==> config.mk <==
export PLATFORM = sky130hd
export DESIGN_NAME = addr_guard
export DESIGN_NICKNAME = d
export VERILOG_FILES = /design/src/rtl/addr_guard_pkg.sv /design/src/rtl/guard_cfg_file.sv /design/src/rtl/guard_match.sv /design/src/rtl/addr_guard.sv
export SDC_FILE = /design/constraint.sdc
export NUM_CORES = 1
export LEC_CHECK = 0
export BUFFER_PORTS_ARGS = -buffer_cell sky130_fd_sc_hd__buf_2
export CAP_MARGIN = 0
export CELL_PAD_IN_SITES_DETAIL_PLACEMENT = 0
export CELL_PAD_IN_SITES_GLOBAL_PLACEMENT = 1
export CORE_MARGIN = 2
export CORE_UTILIZATION = 50
export DETAILED_ROUTE_END_ITERATION = 8
export GPL_ROUTABILITY_DRIVEN = 0
export PLACE_DENSITY_LB_ADDON = 0.1
export SYNTH_ARGS = -nofsm -noshare
export SYNTH_HDL_FRONTEND = slang
export SYNTH_SLANG_ARGS = --single-unit
==> constraint.sdc <==
create_clock -name clk -period 1.6 [get_ports clk]
set_clock_uncertainty 0.1 [all_clocks]
set_input_delay 0.08 -clock clk [delete_from_list [all_inputs] [get_ports clk]]
set_output_delay 0.08 -clock clk [all_outputs]
set_load 0.02 [all_outputs]
==> src/rtl/addr_guard_pkg.sv <==
package addr_guard_pkg;
  localparam logic [3:0] DEV_CODE = 4'b1010;
  localparam logic [6:0] CFG_DEV  = 7'b1011100;
  localparam logic [1:0] PORT_CTRL = 2'd0;
  localparam logic [1:0] PORT_A    = 2'd1;
  localparam logic [1:0] PORT_B    = 2'd2;
  localparam logic [7:0] SET_RESET = 8'h83;

  typedef struct packed {
    logic ack;
    logic rd;
    logic wr;
    logic cfg;
    logic bank;
    logic drop;
  } decision_t;
endpackage

==> src/rtl/guard_cfg_file.sv <==
module guard_cfg_file #(
  parameter int DATA_W = 8,
  parameter int LOC_N = 16,
  parameter int PORT_N = 3,
  parameter logic [DATA_W-1:0] REV = 8'h5A,
  localparam int ADDR_W = $clog2(LOC_N)
) (
  input  logic              clk,
  input  logic              rst_n,
  input  logic              we,
  input  logic [ADDR_W-1:0] waddr,
  input  logic [DATA_W-1:0] wdata,
  input  logic [ADDR_W-1:0] raddr,
  output logic [DATA_W-1:0] rdata,
  output logic [DATA_W-1:0] port_set [PORT_N]
);
  import addr_guard_pkg::*;
  logic [DATA_W-1:0] loc [LOC_N];

  for (genvar i = 0; i < LOC_N; i++) begin : g_loc
    if (i == LOC_N - 1) begin : g_rev
      assign loc[i] = REV;
    end else begin : g_store
      localparam logic [DATA_W-1:0] INIT = (i < PORT_N) ? SET_RESET : '0;
      always_ff @(posedge clk or negedge rst_n) begin
        if (!rst_n) loc[i] <= INIT;
        else if (we && waddr == ADDR_W'(i)) loc[i] <= wdata;
      end
    end
  end

  for (genvar p = 0; p < PORT_N; p++) begin : g_port
    assign port_set[p] = loc[p];
  end

  assign rdata = loc[raddr];
endmodule

==> src/rtl/guard_match.sv <==
module guard_match (
  input  logic [1:0] port,
  input  logic [7:0] abyte,
  input  logic       sl_en,
  input  logic [2:0] sl_bits,
  input  logic [1:0] level,
  output addr_guard_pkg::decision_t dec
);
  import addr_guard_pkg::*;
  logic is_cfg, code_ok, slave_ok, bank_hit, rw;

  always_comb begin
    rw      = abyte[0];
    is_cfg  = (port == PORT_CTRL) && (abyte[7:1] == CFG_DEV);
    code_ok = (abyte[7:4] == DEV_CODE);
    unique case (port)
      PORT_CTRL:      slave_ok = !sl_en || (abyte[3:2] == sl_bits[2:1]);
      PORT_A, PORT_B: slave_ok = !sl_en || (abyte[3:1] == sl_bits);
      default:        slave_ok = 1'b0;
    endcase
    bank_hit = code_ok && slave_ok && (level != 2'b00);
    dec = '0;
    if (is_cfg) begin
      dec.ack = 1'b1;
      dec.cfg = 1'b1;
      dec.rd  = rw;
      dec.wr  = !rw;
    end else if (bank_hit) begin
      dec.ack  = 1'b1;
      dec.rd   = rw && level[1];
      dec.wr   = !rw && (level == 2'b11);
      dec.bank = (port == PORT_CTRL) ? abyte[1] : (port == PORT_B);
    end
    dec.drop = !dec.ack;
  end
endmodule

==> src/rtl/addr_guard.sv <==
module addr_guard #(
  parameter int DATA_W = 8,
  parameter int LOC_N = 16,
  parameter logic [7:0] REV = 8'h5A,
  localparam int ADDR_W = $clog2(LOC_N),
  localparam int PORT_N = 3
) (
  input  logic              clk,
  input  logic              rst_n,
  input  logic              in_valid,
  input  logic [1:0]        in_port,
  input  logic [7:0]        in_byte,
  output logic              dec_valid,
  output logic              dec_ack,
  output logic              dec_rd,
  output logic              dec_wr,
  output logic              dec_cfg,
  output logic              dec_bank,
  output logic              dec_drop,
  input  logic              cfg_we,
  input  logic [ADDR_W-1:0] cfg_waddr,
  input  logic [DATA_W-1:0] cfg_wdata,
  input  logic [ADDR_W-1:0] cfg_raddr,
  output logic [DATA_W-1:0] cfg_rdata
);
  import addr_guard_pkg::*;
  logic [DATA_W-1:0] port_set [PORT_N];
  logic [7:0] sel_set;
  decision_t dec_c, dec_q;
  logic valid_q;

  guard_cfg_file #(.DATA_W(DATA_W), .LOC_N(LOC_N), .PORT_N(PORT_N), .REV(REV)) u_cfg (
    .clk(clk), .rst_n(rst_n), .we(cfg_we), .waddr(cfg_waddr), .wdata(cfg_wdata),
    .raddr(cfg_raddr), .rdata(cfg_rdata), .port_set(port_set)
  );

  always_comb begin
    sel_set = '0;
    if (in_port < 2'(PORT_N)) sel_set = port_set[in_port][7:0];
  end

  guard_match u_match (
    .port(in_port), .abyte(in_byte), .sl_en(sel_set[7]), .sl_bits(sel_set[6:4]),
    .level(sel_set[1:0]), .dec(dec_c)
  );

  always_ff @(posedge clk or negedge rst_n) begin
    if (!rst_n) begin
      valid_q <= 1'b0;
      dec_q   <= '0;
    end else begin
      valid_q <= in_valid;
      dec_q   <= in_valid ? dec_c : '0;
    end
  end

  assign dec_valid = valid_q;
  assign dec_ack   = dec_q.ack;
  assign dec_rd    = dec_q.rd;
  assign dec_wr    = dec_q.wr;
  assign dec_cfg   = dec_q.cfg;
  assign dec_bank  = dec_q.bank;
  assign dec_drop  = valid_q && dec_q.drop;
endmodule

==> results_dict.tcl, run 1 <==
set metrics [dict create \
    ir_drop_mv 0.946 \
    slew_violations 0 \
    post-route-util 0.626 \
    area_growth_pct 23.8 \
    num_vias 3793 \
    hold_path_class "input pin to flop" \
    avgSynthCellArea_um2 14.8 \
    synth-edff-count 0 \
    hold_path_depth 2 \
    setup_viol 13 \
    die_y_um 114 \
    placed_area_mm2 0.00674 \
    use_met2 0.378 \
    max_stage_delay_ns 0.50 \
    grt_max_degree 46 \
    grt_antenna_before_repair 0 \
    syn_inst 407 \
    die_x_um 114 \
    io_pins 45 \
    postRouteAntennaNets 0 \
    ys_top_cells_by_area "dfrtp_1 49%, mux2_2 22%, mux4_2 10%" \
    drc_errors 0 \
    cts_buffers 17 \
    leakage_nw 3.30 \
    wl_per_cell_um 21.0 \
    cts-root-buf "clkbuf_16" \
    crit_path_end_kind "output port" \
    overflow 0 \
    setup_slack_ns -0.533 \
    grt_pass1_wl_um 22200 \
    rsz0062_at_grt "true" \
    clock_latency_ns 0.42 \
    die_area_mm2 0.0129 \
    cts.sinks 127 \
    drt-pass1-iter-count 4 \
    postSynth.asyncResetShare 1.00 \
    setup-tns-final_ns -3.87 \
    hold_violations 0 \
    r2r_setup_slack_ns -0.21 \
    violations "negative setup slack" \
    yosysUniqueCellTypes 35 \
    coreArea_mm2 0.0119 \
    rows 40 \
    rr_worst_depth 8 \
    critPathKind "flop to output port" \
    cts.clk_slew.worst_paths_ns 0.05 \
    yosysTopAreaCellShare 0.490 \
    io_buffers 44 \
    worstPathRequired_ns 1.42 \
    cts_tree "yes" \
    startpoint_type "flop" \
    cp_cell_sequence "mux4_2, mux4_2, buf_6" \
    dp_cells 620 \
    stdcell_area_mm2 0.00746 \
    initial_utilization 0.506 \
    yosysSeqAreaShare 0.529 \
    num_antenna_cells 0 \
    grt_pass1_vias 4041 \
    rr_startpoint "u_cfg.port_set[4]$_DFFE_PN0P_" \
    wirelength_um 13900 \
    grt_use_met3 0.0595 \
    worstPathMaxFanout 2 \
    syn_area_mm2 0.00603 \
    yosysTopAreaCell "dfrtp_1" \
    ys.flop_type "dfrtp_1" \
    drive_gt1_frac 0.556 \
    whs_endpoint "u_cfg.loc[15]$_DFFE_PN0P_" \
    ys_seq_elements 127 \
    num-fill-cells 905 \
    viasPerCell 5.72 \
    syn_nets 440 \
    slowest_stage "mux4_2" \
    clockBufferDepth 2 \
    hpwlAfterDp_um 9540 \
    clock.fmax_mhz 469 \
    preCtsSetupSlack_ns -0.183 \
    drtIter0Drc 171 \
    regToRegEndpoint "dec_q[0]$_DFF_PN0_" \
    final_nets 536 \
    fin_crit_sh 1.33 \
    final_cells 663 \
    hold_start "cfg_wdata[7]" \
    top_usage_layer "met2" \
    p_per_area_mw_per_mm2 1320 \
    fin_crit_ns 2.13 \
    grt.total_usage 0.235 \
    ys.warnings.count 0 \
    htreeDepth 4 \
    drv_cap 0 \
    worst_slew_pin_slew_ns 0.462 \
    crit_top_cell "mux4_2" \
    arrival_ns 1.95 \
    grtUsageMet1 0.320 \
    status "finished with violations" \
    slew_headroom 0.691 \
]
==> through the flow <==
step / hold slack [ns] / total power [mW]
2_1_floorplan: -0.316 / 5.58
3_3_place_gp: -0.0570 / 6.15
3_5_place_dp: -0.0515 / 6.24
4_1_cts: 0.00371 / 9.89
5_1_grt: 0.0332 / 10.3
6_report: 0.0317 / 9.82
==> cells in the mapped netlist (2+ instances only) <==
library cell,count
o21ai_0,14
o2bb2ai_1,2
mux2i_1,19
nand3_1,4
o211ai_1,8
buf_2,5
xnor2_1,4
or3_1,3
dfstp_2,9
nand3b_1,5
clkbuf_1,17
nor2_1,12
ha_1,3
mux4_2,28
a21oi_1,2
nor2b_1,2
dfrtp_1,118
buf_6,3
nand2b_1,4
inv_1,3
nand2_1,9
mux2_2,119
nor3_1,2
==> per-layer routing <==
layer	wire length, um	up-vias
met4	120	0
met3	526	13
met1	6350	2000
met2	6910	62
met5	0	-
li1	-	1718
==> worst max-delay path by stage <==
stage                                          from           end  slack [ns]  depth (start not counted)
final                     u_cfg.loc[75]$_DFFE_PN0P_  cfg_rdata[3]       -0.53                          3
after CTS                 u_cfg.loc[75]$_DFFE_PN0P_  cfg_rdata[3]       -0.56                          3
after detailed placement               cfg_raddr[1]  cfg_rdata[0]       -0.18                          8
after floorplan                        cfg_raddr[0]  cfg_rdata[1]       0.002                          4
after global routing      u_cfg.loc[75]$_DFFE_PN0P_  cfg_rdata[3]       -0.59                          3
after global placement                 cfg_raddr[0]  cfg_rdata[6]       -0.17                          5
==> registers in the layout, indices dropped and copies added, names as in the netlist <==
register,count
dec_cfg,1
dec_valid,1
dec_q,1
dec_rd,1
dec_ack,1
u_cfg.loc,96
dec_bank,1
u_cfg.port_set,24
dec_wr,1
==> layout make-up <==
class	count	area (um2)	share of cell area
sequential	127	3190	0.427
multi-input combinational	252	2750	0.368
timing repair buffer	102	786	0.105
clock buffer	26	509	0.0682
tap	147	184	0.0246
clock inverter	6	35.0	0.00469
inverter	3	11.3	0.00151
==> worst max-delay path: cells and delay by family (launching register included) <==
family | cells | cell delay [ns]
mux | 2 | 0.98
buf+inv | 1 | 0.15
flops | 1 | 0.40
==> report_power, final <==
group	switching, mW	total [mW]	internal [mW]	leakage [nW]
clock	1.34	3.52	2.17	0.266
sequential	0.374	4.34	3.97	1.55
combinational	0.761	1.97	1.20	1.48
==> cell usage in the layout (no fill, tap or decap), drive strengths merged, types with 3 or more instances in the layout <==
| master | netlist | layout |
|---|---|---|
| mux2 | 120 | 120 |
| dfrtp | 118 | 118 |
| buf | 8 | 94 |
| mux4 | 28 | 28 |
| clkbuf | 17 | 26 |
| mux2i | 19 | 19 |
| o21ai | 14 | 14 |
| nor2 | 12 | 12 |
| nand2 | 9 | 9 |
| dfstp | 9 | 9 |
| o211ai | 8 | 8 |
| dlygate4sd3 | 0 | 8 |
| nand3b | 5 | 5 |
| nand2b | 4 | 4 |
| clkinv | 0 | 4 |
| xnor2 | 4 | 4 |
| nand3 | 4 | 4 |
| inv | 3 | 3 |
| or3 | 3 | 3 |
| ha | 3 | 3 |
| nor2b | 3 | 3 |
==> kinds of logic after synthesis <==
logic type	synth area share
AOI/OAI and AO/OA	0.0314
xor gates and xnor gates	0.00581
adders and majority gates	0.00623
buffers and inverters	0.0222
DFF	0.529
muxes	0.360
and+or+nand+nor	0.0448
==> repair_timing <==
item	CTS	global route
hold endpoints to repair	127	0
setup buffers	3	1
pin swaps	9	7
hold buffers	8	0
endpoints found under the setup margin	12	13
resized for setup	17	3
(Power assumes the default switching activity.)
==> inputs of run 2 (changes only) <==
Settings changed: CORE_UTILIZATION 50 to 51, SYNTH_HIERARCHICAL set to 1.
==> results_dict.tcl, run 2 <==
set metrics [dict create \
    status "finished with violations" \
    violations "negative setup slack" \
    wl_met2_um 6860 \
    wl_met1_um 6520 \
    grt_antenna_before_repair 0 \
    num-fill-cells 922 \
    grt_pass1_vias 4069 \
    post-route-util 0.650 \
    highest_layer "met4" \
    setup_viol 13 \
    rows 40 \
    io_buffers 44 \
    clock.fmax_mhz 477 \
    wl_per_cell_um 19.8 \
    postRouteAntennaNets 0 \
    crit_path_end_kind "output port" \
    largest_register "u_cfg/loc" \
    path_buf_inv 2 \
    clockBufferDepth 2 \
    slowest_stage "mux4_2" \
    avgSynthCellArea_um2 14.4 \
    cts.sinks 127 \
    worstPathRequired_ns 1.42 \
    setup_slack_ns -0.496 \
    drive_gt1_frac 0.569 \
    slew_violations 0 \
    cts_buffers 17 \
    syn_area_mm2 0.00634 \
    final_nets 560 \
    syn_inst 440 \
    worst_slew_pin_slew_ns 0.564 \
    rsz0062_at_grt "true" \
    clock_latency_ns 0.41 \
    hold_violations 0 \
    die_area_mm2 0.0133 \
    grt.total_usage 0.232 \
    grt_max_degree 44 \
    p_per_area_mw_per_mm2 1300 \
    arrival_ns 1.92 \
    drv_cap 0 \
    syn_nets 473 \
    area_growth_pct 23.7 \
    final_common_cell "dfrtp_1" \
    initial_utilization 0.526 \
    ir_drop_mv 0.729 \
    htreeDepth 4 \
    stdcell_area_mm2 0.00784 \
    cts_tree "yes" \
    worstPathMaxFanout 2 \
    fin_crit_ns 2.10 \
    cp_cell_sequence "buf_6, mux4_2, a22o_1, a31o_1, buf_6" \
    cts.clk_slew.worst_paths_ns 0.05 \
    drc_errors 0 \
    slew_headroom 0.624 \
    ys.warnings.count 6 \
    coreArea_mm2 0.0121 \
    viasPerCell 5.51 \
    grt_pass1_wl_um 22700 \
    multi_input_area_mm2 0.00288 \
    crit_top_cell "buf_6" \
    seqCellArea_mm2 0.00319 \
    leakage_nw 3.47 \
    largest_register_ffs 96 \
    cp_top_family "compound AO/OA/AOI/OAI gates" \
    drt-pass1-iter-count 4 \
    max_stage_delay_ns 0.44 \
    num_antenna_cells 0 \
    io_pins 45 \
    critPathKind "flop to output port" \
    hpwlAfterDp_um 9370 \
    hold_path_class "input pin to flop" \
    fin_crit_sh 1.31 \
    overflow 0 \
    most-common-layout-cells "118 x dfrtp_1, 107 x mux2_2, 52 x buf_4" \
    drtIter0Drc 224 \
    cts-root-buf "clkbuf_16" \
    wirelength_um 14000 \
    die_y_um 116 \
    met3_length_um 470 \
    die_x_um 116 \
    placed_area_mm2 0.00702 \
    startpoint_type "flop" \
    num_vias 3904 \
]
## run 2: timing repair
| action | in CTS | in global routing |
|---|---|---|
| gates resized for setup | 31 | 5 |
| hold buffers | 4 | 0 |
| endpoints found under the setup margin | 13 | 13 |
| setup buffers | 9 | 2 |
| hold endpoints to repair | 135 | 0 |
| pin swaps | 6 | 5 |
## run 2: worst paths after layout
kind	from	slack, ns	to	cells past startpoint
worst min-delay path	cfg_wdata[0]	0.01	u_cfg/loc[56]$_DFFE_PN0P_	2
worst max register to register	u_cfg/port_set[16]$_DFFE_PN1P_	-0.31	dec_q[0]$_DFF_PN0_	7
min in group asynchronous	rst_n	0.02	dec_q[0]$_DFF_PN0_	2
max in group asynchronous	rst_n	0.72	u_cfg/port_set[0]$_DFFE_PN1P_	3
worst min register to register	u_cfg/loc[63]$_DFFE_PN0P_	0.39	u_cfg/loc[63]$_DFFE_PN0P_	1
worst max-delay path	u_cfg/port_set[16]$_DFFE_PN1P_	-0.50	cfg_rdata[0]	5
## run 2: metrics by stage
stage	setup TNS [ns]	std cells	setup WS [ns]	power (mW)	hold WS, ns
after floorplan	-0.457	440	-0.222	5.70	-0.316
after global placement	-1.61	661	-0.225	6.14	-0.0925
after detailed placement	-1.69	661	-0.234	6.24	-0.0823
after CTS	-4.00	706	-0.525	10.2	0.00969
after global routing	-4.98	708	-0.551	10.7	0.0295
final	-4.09	708	-0.496	10.2	0.0125
## run 2: final cells by class
type / instances / area share
clock buffers: 26 / 0.0649
clock inverters: 6 / 0.0102
inverters: 8 / 0.00383
multi-input cells: 259 / 0.367
flip-flops and latches: 127 / 0.407
well taps: 168 / 0.0268
repair buffers: 114 / 0.121
## run 2: power by group
group | leakage [nW] | internal [mW] | switching (mW)
combinational | 1.63 | 1.29 | 0.800
sequential | 1.55 | 3.97 | 0.359
clock | 0.294 | 2.49 | 1.32
## run 2: layer usage
metal	up-vias	global-route usage
li1	1783	-
met1	2038	0.329
met2	69	0.363
met3	14	0.0523
met4	0	0.0691
met5	-	0
## run 2: worst register-to-register path, delay by kind of cell, from the launching register on
family                 cells  cell delay, ns
DFF                        1            0.53
buffers and inverters      1            0.11
and+or+nand+nor            3            0.63
muxes                      1            0.06
AOI/OAI and AO/OA          2            0.37
==> inputs of run 3 (changes only) <==
Settings changed: PLACE_DENSITY set to 0.86, PLACE_DENSITY_LB_ADDON 0.1 to not set.
==> results_dict.tcl, run 3 (same netlist as run 2, synthesis figures left out) <==
set metrics [dict create \
    worstPathMaxFanout 3 \
    grt.total_usage 0.224 \
    setup_slack_ns -0.504 \
    grt_pass1_vias 4109 \
    multi_input_area_mm2 0.00285 \
    seqPwrFrac 0.426 \
    cts-root-buf "clkbuf_16" \
    final_nets 547 \
    arrival_ns 1.92 \
    startpoint_type "flop" \
    num_vias 3877 \
    area_growth_pct 21.7 \
    slew_violations 0 \
    largest_register_ffs 96 \
    worstPathRequired_ns 1.42 \
    rsz0062_at_grt "true" \
    p_per_area_mw_per_mm2 1320 \
    grt_antenna_before_repair 0 \
    leakage_nw 3.40 \
    die_y_um 116 \
    final_common_cell "dfrtp_1" \
    timing.hold.ws_ns 0.0111 \
    io_pins 45 \
    cts.clk_slew.worst_paths_ns 0.05 \
    hold_violations 0 \
    overflow 0 \
    power_frac_comb 0.193 \
    coreArea_mm2 0.0121 \
    p_int_mw 7.71 \
    clockBufferDepth 2 \
    violations "negative setup slack" \
    crit_path_end_kind "output port" \
    htreeDepth 4 \
    status "finished with violations" \
    power_mw 10.2 \
    ir_drop_mv 0.979 \
    clkPwrFrac 0.381 \
    hold_path_class "input pin to flop" \
    initial_utilization 0.526 \
    drive_gt1_frac 0.539 \
    power.share.switching 0.243 \
    fin_crit_ns 2.10 \
    drt-pass1-iter-count 4 \
    setup_viol 13 \
    rows 40 \
    cts.sinks 127 \
    cp_cell_sequence "mux4_1, a22o_1, a31o_1, buf_6" \
    drc_errors 0 \
    cts_buffers 17 \
    clock_latency_ns 0.42 \
    num-fill-cells 911 \
    hpwlAfterDp_um 8980 \
    wirelength_um 13500 \
    seqCellArea_mm2 0.00319 \
    viasPerCell 5.58 \
    num_antenna_cells 0 \
    die_area_mm2 0.0133 \
    p_sw_mw 2.48 \
    fin_crit_sh 1.31 \
    die_x_um 116 \
    grt_pass1_wl_um 22000 \
    largest_register "u_cfg/loc" \
    io_buffers 44 \
    cts_tree "yes" \
    slowest_stage "mux4_1" \
    drv_cap 0 \
    grt_max_degree 60 \
    slew_headroom 0.655 \
    worst_slew_pin_slew_ns 0.516 \
    postRouteAntennaNets 0 \
    most-common-layout-cells "118 x dfrtp_1, 107 x mux2_2, 39 x buf_2" \
    max_stage_delay_ns 0.52 \
    critPathKind "flop to output port" \
    drtIter0Drc 245 \
    wl_per_cell_um 19.5 \
    clock.fmax_mhz 475 \
]
==> run 3: power by group through the flow <==
stage	logic, mW	clock network (mW)	registers (mW)
after floorplan	1.45	0	4.25
after detailed placement	1.84	0	4.38
final	1.97	3.88	4.34
after global routing	2.13	4.08	4.43
after global placement	1.78	0	4.32
after CTS	1.98	3.94	4.34
==> run 3: path summary, 6_finish.rpt <==
path | start | end | slack [ns] | cells past startpoint
setup reg to reg | u_cfg/port_set[16]$_DFFE_PN1P_ | dec_q[0]$_DFF_PN0_ | -0.23 | 6
hold / removal | cfg_wdata[5] | u_cfg/loc[61]$_DFFE_PN0P_ | 0.01 | 2
min in group asynchronous | rst_n | u_cfg/loc[94]$_DFFE_PN0P_ | 0.13 | 3
setup / recovery | u_cfg/port_set[13]$_DFFE_PN0P_ | cfg_rdata[5] | -0.50 | 4
max in group asynchronous | rst_n | u_cfg/loc[89]$_DFFE_PN0P_ | 0.42 | 3
hold reg to reg | u_cfg/loc[92]$_DFFE_PN0P_ | u_cfg/loc[92]$_DFFE_PN0P_ | 0.39 | 1
==> run 3: per-layer routing <==
layer	GRT usage	vias to the layer above	wire length (um)	part of all wire
li1	-	1761	-	-
met1	0.291	2017	5850	0.43
met2	0.368	81	6900	0.51
met3	0.0549	18	549	0.041
met4	0.0811	0	221	0.016
met5	0	-	0	0
==> run 3: worst max-delay path: cells and delay by family, from the launching register on <==
kind / cells / cell delay [ns]
multiplexers: 1 / 0.52
AO/OA/AOI/OAI: 2 / 0.45
flip-flops: 1 / 0.41
buffers and inverters: 1 / 0.14
==> run 3: layout make-up <==
cell class,count,area share
Sequential cell,127,0.413
Multi-Input combinational cell,259,0.369
Tap cell,168,0.0272
Clock inverter,8,0.0149
Clock buffer,24,0.0624
Timing Repair Buffer,101,0.110
Inverter,8,0.00389
==> run 3: timing repair <==
item,CTS,global route
gates resized for setup,24,1
setup endpoints to repair,13,13
hold buffers,7,0
buffers inserted,3,0
pin swaps,15,1
hold endpoints to repair,143,0
==> run 3: through the flow <==
| step | setup WS [ns] | area [um2] | utilization | cells | TNS [ns] |
|---|---|---|---|---|---|
| detailed placement | -0.233 | 6960 | 0.577 | 653 | -1.99 |
| CTS | -0.521 | 7720 | 0.640 | 695 | -4.07 |
| global placement | -0.221 | 6960 | 0.577 | 653 | -1.72 |
| floorplan | -0.222 | 6350 | - | 440 | -0.457 |
| global route | -0.540 | 7720 | 0.640 | 695 | -4.80 |
| finish | -0.504 | 7720 | 0.640 | 695 | -3.94 |
